$ cat src/rtl/wfq_pkg.sv
package wfq_pkg;
  parameter int WFQ_NQ = 4;
  // widest slot count is 2^(NQ-1)+1
  localparam int WFQ_CW = $clog2((1 << (WFQ_NQ - 1)) + 2);
endpackage

$ cat src/rtl/wfq_prio_pick.sv
module wfq_prio_pick #(
  parameter int NQ = wfq_pkg::WFQ_NQ
) (
  input  logic [NQ-1:0] req,
  output logic [NQ-1:0] onehot
);
  // ascending scan so the highest requester overwrites lower ones
  always_comb begin
    onehot = '0;
    for (int i = 0; i < NQ; i++) begin
      if (req[i]) onehot = NQ'(1) << i;
    end
  end
endmodule

$ cat src/rtl/wfq_weight_calc.sv
module wfq_weight_calc #(
  parameter int NQ = wfq_pkg::WFQ_NQ,
  localparam int CW = $clog2((1 << (NQ - 1)) + 2)
) (
  input  logic [NQ-1:0]         ne,
  input  logic [NQ-1:0]         top_ne,
  output logic [NQ-1:0][CW-1:0] weight
);
  logic some_idle;
  assign some_idle = ~&ne;

  genvar gi;
  generate
    for (gi = 0; gi < NQ; gi++) begin : g_w
      assign weight[gi] = ne[gi]
        ? CW'((1 << gi) + ((top_ne[gi] && some_idle) ? 1 : 0))
        : '0;
    end
  endgenerate
endmodule

$ cat src/rtl/wfq_credit_bank.sv
module wfq_credit_bank #(
  parameter int NQ = wfq_pkg::WFQ_NQ,
  localparam int CW = $clog2((1 << (NQ - 1)) + 2)
) (
  input  logic                  clk,
  input  logic                  rst_n,
  input  logic                  en,
  input  logic [NQ-1:0]         ne,
  input  logic [NQ-1:0][CW-1:0] weight,
  input  logic                  take,
  input  logic [NQ-1:0]         grant,
  output logic [NQ-1:0]         avail
);
  logic [NQ-1:0][CW-1:0] cred_q, cred_d, eff;
  logic [NQ-1:0]         has;
  logic                  round_over;

  always_comb begin
    for (int i = 0; i < NQ; i++) has[i] = |cred_q[i];
  end

  assign round_over = ~|(ne & has);

  always_comb begin
    for (int i = 0; i < NQ; i++) begin
      eff[i]   = round_over ? weight[i] : cred_q[i];
      avail[i] = ne[i] && (|eff[i]);
    end
  end

  always_comb begin
    cred_d = cred_q;
    if (!en) begin
      cred_d = '0;
    end else if (|ne) begin
      for (int i = 0; i < NQ; i++) begin
        if (!ne[i])    cred_d[i] = '0;
        else if (take) cred_d[i] = eff[i] - CW'(grant[i]);
      end
    end
  end

  always_ff @(posedge clk or negedge rst_n) begin
    if (!rst_n) cred_q <= '0;
    else        cred_q <= cred_d;
  end

  // no counter ever exceeds the largest slot count
  generate
    for (genvar gi = 0; gi < NQ; gi++) begin : g_cap
      p_credit_cap_r4: assert property (@(posedge clk) disable iff (!rst_n)
        cred_q[gi] <= CW'((1 << (NQ - 1)) + 1));
    end
  endgenerate

  // idle port keeps its round state
  p_idle_hold_r8: assert property (@(posedge clk) disable iff (!rst_n)
    (en && ne == '0) |=> $stable(cred_q));

  // strict cycle clears the round
  p_strict_clear_r10: assert property (@(posedge clk) disable iff (!rst_n)
    !en |=> cred_q == '0);
endmodule

$ cat src/rtl/wfq_sched.sv
module wfq_sched #(
  parameter int NQ = wfq_pkg::WFQ_NQ
) (
  input  logic          clk,
  input  logic          rst_n,
  input  logic          wfq_en,
  input  logic [NQ-1:0] queue_ne,
  output logic          grant_valid,
  input  logic          grant_ready,
  output logic [NQ-1:0] grant_q
);
  localparam int CW = $clog2((1 << (NQ - 1)) + 2);

  logic [NQ-1:0]         top_ne, avail, wgt_pick;
  logic [NQ-1:0][CW-1:0] weight;
  logic                  take;

  wfq_prio_pick #(.NQ(NQ)) u_top_pick (.req(queue_ne), .onehot(top_ne));

  wfq_weight_calc #(.NQ(NQ)) u_weight (
    .ne(queue_ne), .top_ne(top_ne), .weight(weight)
  );

  wfq_credit_bank #(.NQ(NQ)) u_bank (
    .clk(clk), .rst_n(rst_n), .en(wfq_en), .ne(queue_ne),
    .weight(weight), .take(take), .grant(grant_q), .avail(avail)
  );

  wfq_prio_pick #(.NQ(NQ)) u_wgt_pick (.req(avail), .onehot(wgt_pick));

  assign grant_valid = |queue_ne;
  assign grant_q     = wfq_en ? wgt_pick : top_ne;
  assign take        = grant_valid && grant_ready && wfq_en;

  // one-hot grant to a queue with traffic
  p_onehot_grant_r9: assert property (@(posedge clk) disable iff (!rst_n)
    grant_valid |-> ($countones(grant_q) == 1 && (grant_q & ~queue_ne) == '0));

  // nothing offered when idle
  p_idle_nogrant_r1: assert property (@(posedge clk) disable iff (!rst_n)
    !grant_valid |-> grant_q == '0);

  // in strict mode no busy queue ranks above the grant
  p_strict_top_r2: assert property (@(posedge clk) disable iff (!rst_n)
    (!wfq_en && grant_valid) |-> (queue_ne & ~((grant_q << 1) - NQ'(1))) == '0);

  // a stalled grant persists while inputs hold
  p_stall_hold_r6: assert property (@(posedge clk) disable iff (!rst_n)
    (grant_valid && !grant_ready) |=>
      (($stable(queue_ne) && $stable(wfq_en)) -> $stable(grant_q)));
endmodule

$ cat config.mk
export PLATFORM = sky130hd
export DESIGN_NAME = wfq_sched
export DESIGN_NICKNAME = d
export VERILOG_FILES = /design/src/rtl/wfq_pkg.sv /design/src/rtl/wfq_prio_pick.sv /design/src/rtl/wfq_weight_calc.sv /design/src/rtl/wfq_credit_bank.sv /design/src/rtl/wfq_sched.sv
export SDC_FILE = /design/constraint.sdc
export NUM_CORES = 1
export LEC_CHECK = 0
export ABC_AREA = 0
export BUFFER_PORTS_ARGS = -buffer_cell sky130_fd_sc_hd__buf_2
export CORE_MARGIN = 2
export CORE_UTILIZATION = 45
export DETAILED_ROUTE_END_ITERATION = 7
export PLACE_DENSITY = 0.6
export SLEW_MARGIN = 20
export SYNTH_ARGS = -nofsm -noshare
export SYNTH_HDL_FRONTEND = slang
export SYNTH_SLANG_ARGS = --single-unit
$ cat constraint.sdc
create_clock -name clk -period 3.4 [get_ports clk]
set_input_delay 1.02 -clock clk [delete_from_list [all_inputs] [get_ports clk]]
set_output_delay 1.02 -clock clk [all_outputs]
set_load 0.05 [all_outputs]
==> results_dict.tcl <==
set metrics [dict create \
    die_y_microns 57.3 \
    overflow 0 \
    vias_per_cell 6.06 \
    synth_edf_count 0 \
    vias 1157 \
    synth.top_cell.area_share_pct 31.3 \
    timing.hold.ws_ns 0.583 \
    holdCritPathClass "register to register" \
    n_antenna_cell 0 \
    antenna_found_initial 0 \
    grt_pass1_wl_microns 4950 \
    numCtsBuffers 3 \
    largest_register_ffs 16 \
    post-route-period-util_pct 93.0 \
    post-cts-setup-buffer-count 0 \
    dpl-instance-area_sq_um 1370 \
    fmax_mhz 316 \
    synth_area_sq_um 1280 \
    grt_pass1_vias 1125 \
    rrSetupSlack_ns 0.65 \
    critPathMaxFanout 10 \
    synthTopCellsByArea "dfrtp_1 (31%), ha_1 (7.8%), nor2_1 (5.9%)" \
    synth.distinct_cells 41 \
    cts_root_buffer "clkbuf_4" \
    syn_inst 149 \
    io_pins 13 \
    synth.yosys.seq_area_share_pct 31.3 \
    finClkSkew_ns 0.00112 \
    grtUsageTotal_pct 19.3 \
    regToRegStartpoint "u_bank.cred_q[13]" \
    drc 0 \
    rsz0062_at_grt "false" \
    die_w_microns 57.3 \
    ys_ff_latch 16 \
    cp.required_ns 2.38 \
    numClockSinks 16 \
    first_pass_iters 4 \
    clkLatencyLatePin_ns 0.29 \
    powerDensity_nw_per_um2 374 \
    hold_buffers 0 \
    drt_iter0_markers 32 \
    stdcell_count 191 \
    clock_path_buffers 2 \
    ys_top_cells_by_count "nor2_1 (20), nand2_1 (18), dfrtp_1 (16)" \
    synthArstFlopShare_pct 100 \
    yosys.area.top_type "dfrtp_1" \
    largest_register "u_bank.cred_q" \
    worst_ep_arrival_time_ns 2.14 \
    fin_util_pct 50.8 \
    setup.worst_path.start_class "input pin" \
    place_congestion 0.810 \
    yosysMostFrequentCell "nor2_1" \
    tns_ns 0 \
    startpoint "queue_ne[1]" \
    layout-drive-gt1-share_pct 17.5 \
    row_count 19 \
    synth_warnings 0 \
    htreeDepth 1 \
    status "finished, final reports clean" \
    synth_flop_cell "dfrtp_1" \
    drt_wl_total_microns 2880 \
    nets 178 \
    core_sq_um 2730 \
    reg.largest.list "u_bank.cred_q (16)" \
    design_area_sq_um 1390 \
    fin_crit_ns 3.16 \
    place.port_buffers 12 \
    hold_viol 0 \
    dp_cells 188 \
    cts_tree "built" \
    wl_per_cell_microns 15.1 \
    maxCapViolCount 0 \
    grt_max_degree 17 \
    dp_hpwl_microns 2170 \
    antenna_left 0 \
    syn_avg_cell_area_sq_um 8.58 \
    tightest_slew_ns 0.514 \
    clk_pin_slew_ns 0.10 \
    leakage_nw 0.625 \
    setup_viol 0 \
    critPathKind "input pin to output pin" \
    max_slew_margin_pct 65.4 \
    syn-num-nets 165 \
    report.final.slew_viol_count 0 \
    cts_resized 0 \
    die_area_sq_um 3280 \
    hp-start "u_bank.cred_q[8]" \
    ir_drop_v 0.000205 \
    syn2layout_area_growth_pct 8.71 \
    start_util_pct 46.8 \
    cp-end-kind "output pin" \
]
## power by group
| group | total [mW] | switching [mW] | internal [mW] |
|---|---|---|---|
| Combinational | 0.201 | 0.124 | 0.0775 |
| Clock | 0.104 | 0.0624 | 0.0411 |
| Sequential | 0.216 | 0.0150 | 0.201 |
| Total | 0.520 | 0.201 | 0.319 |
## critical path, cell delays in order
cell     delay [ns]
buf_2          0.17
nor3_1         0.35
o21ai_0        0.17
a21oi_2        0.15
buf_2          0.28
## worst paths after layout
| kind | end | cells past startpoint |
|---|---|---|
| worst max-delay path | grant_q[0] | 5 |
| worst min-delay path | u_bank.cred_q[8] | 1 |
| worst max register to register | u_bank.cred_q[7] | 9 |
| worst min register to register | u_bank.cred_q[8] | 1 |
| max in group asynchronous | u_bank.cred_q[14] | 1 |
| min in group asynchronous | u_bank.cred_q[1] | 1 |
## routing by layer
layer / GRT usage (%) / share of wire, % / up-vias / wire length [microns]
met5: 0 / 0 / - / 0
met3: 2.95 / 4.0 / 4 / 115
met2: 33.8 / 48 / 32 / 1370
met4: 7.97 / 0.97 / 0 / 28
met1: 23.5 / 47 / 552 / 1360
li1: - / - / 569 / -
## through the flow
step                worst slack, ns  total power [mW]
floorplan                     0.206             0.378
global placement              0.305             0.415
detailed placement            0.223             0.421
CTS                           0.221             0.527
global route                 0.0215             0.558
finish                        0.237             0.520
## layout make-up
type / count / area [sq um]
clock buffers: 3 / 22.5
fillers: 279 / 1340
inverters: 6 / 22.5
multi-input cells: 120 / 823
flip-flops and latches: 16 / 400
well taps: 31 / 38.8
repair buffers: 15 / 82.6
## kinds of logic after synthesis
family	Yosys count	synth area share [%]
muxes	8	6.75
DFF	16	31.3
buffers and inverters	13	5.09
and+or+nand+nor	63	24.9
xor gates and xnor gates	2	1.37
AOI/OAI and AO/OA	39	22.8
adders and majority gates	8	7.83
## cell usage in the layout, fill, tap and decap left out, types with 2 or more instances in the layout
| cell type | n |
|---|---|
| nand2_1 | 18 |
| nand2b_1 | 3 |
| o21ai_0 | 2 |
| inv_1 | 5 |
| buf_2 | 12 |
| mux2i_1 | 3 |
| buf_4 | 3 |
| o21a_1 | 2 |
| clkbuf_4 | 3 |
| o21ai_1 | 7 |
| nor4_1 | 2 |
| o41ai_2 | 3 |
| nand3_1 | 3 |
| mux2_1 | 4 |
| ha_1 | 8 |
| nor2_1 | 20 |
| a31oi_1 | 3 |
| a41oi_1 | 2 |
| a21oi_1 | 11 |
| xnor2_1 | 2 |
| dfrtp_1 | 16 |
| nor3b_1 | 5 |
| nor3_1 | 2 |
| nor2b_1 | 3 |
No activity file was read; power rests on OpenSTA's default activity.
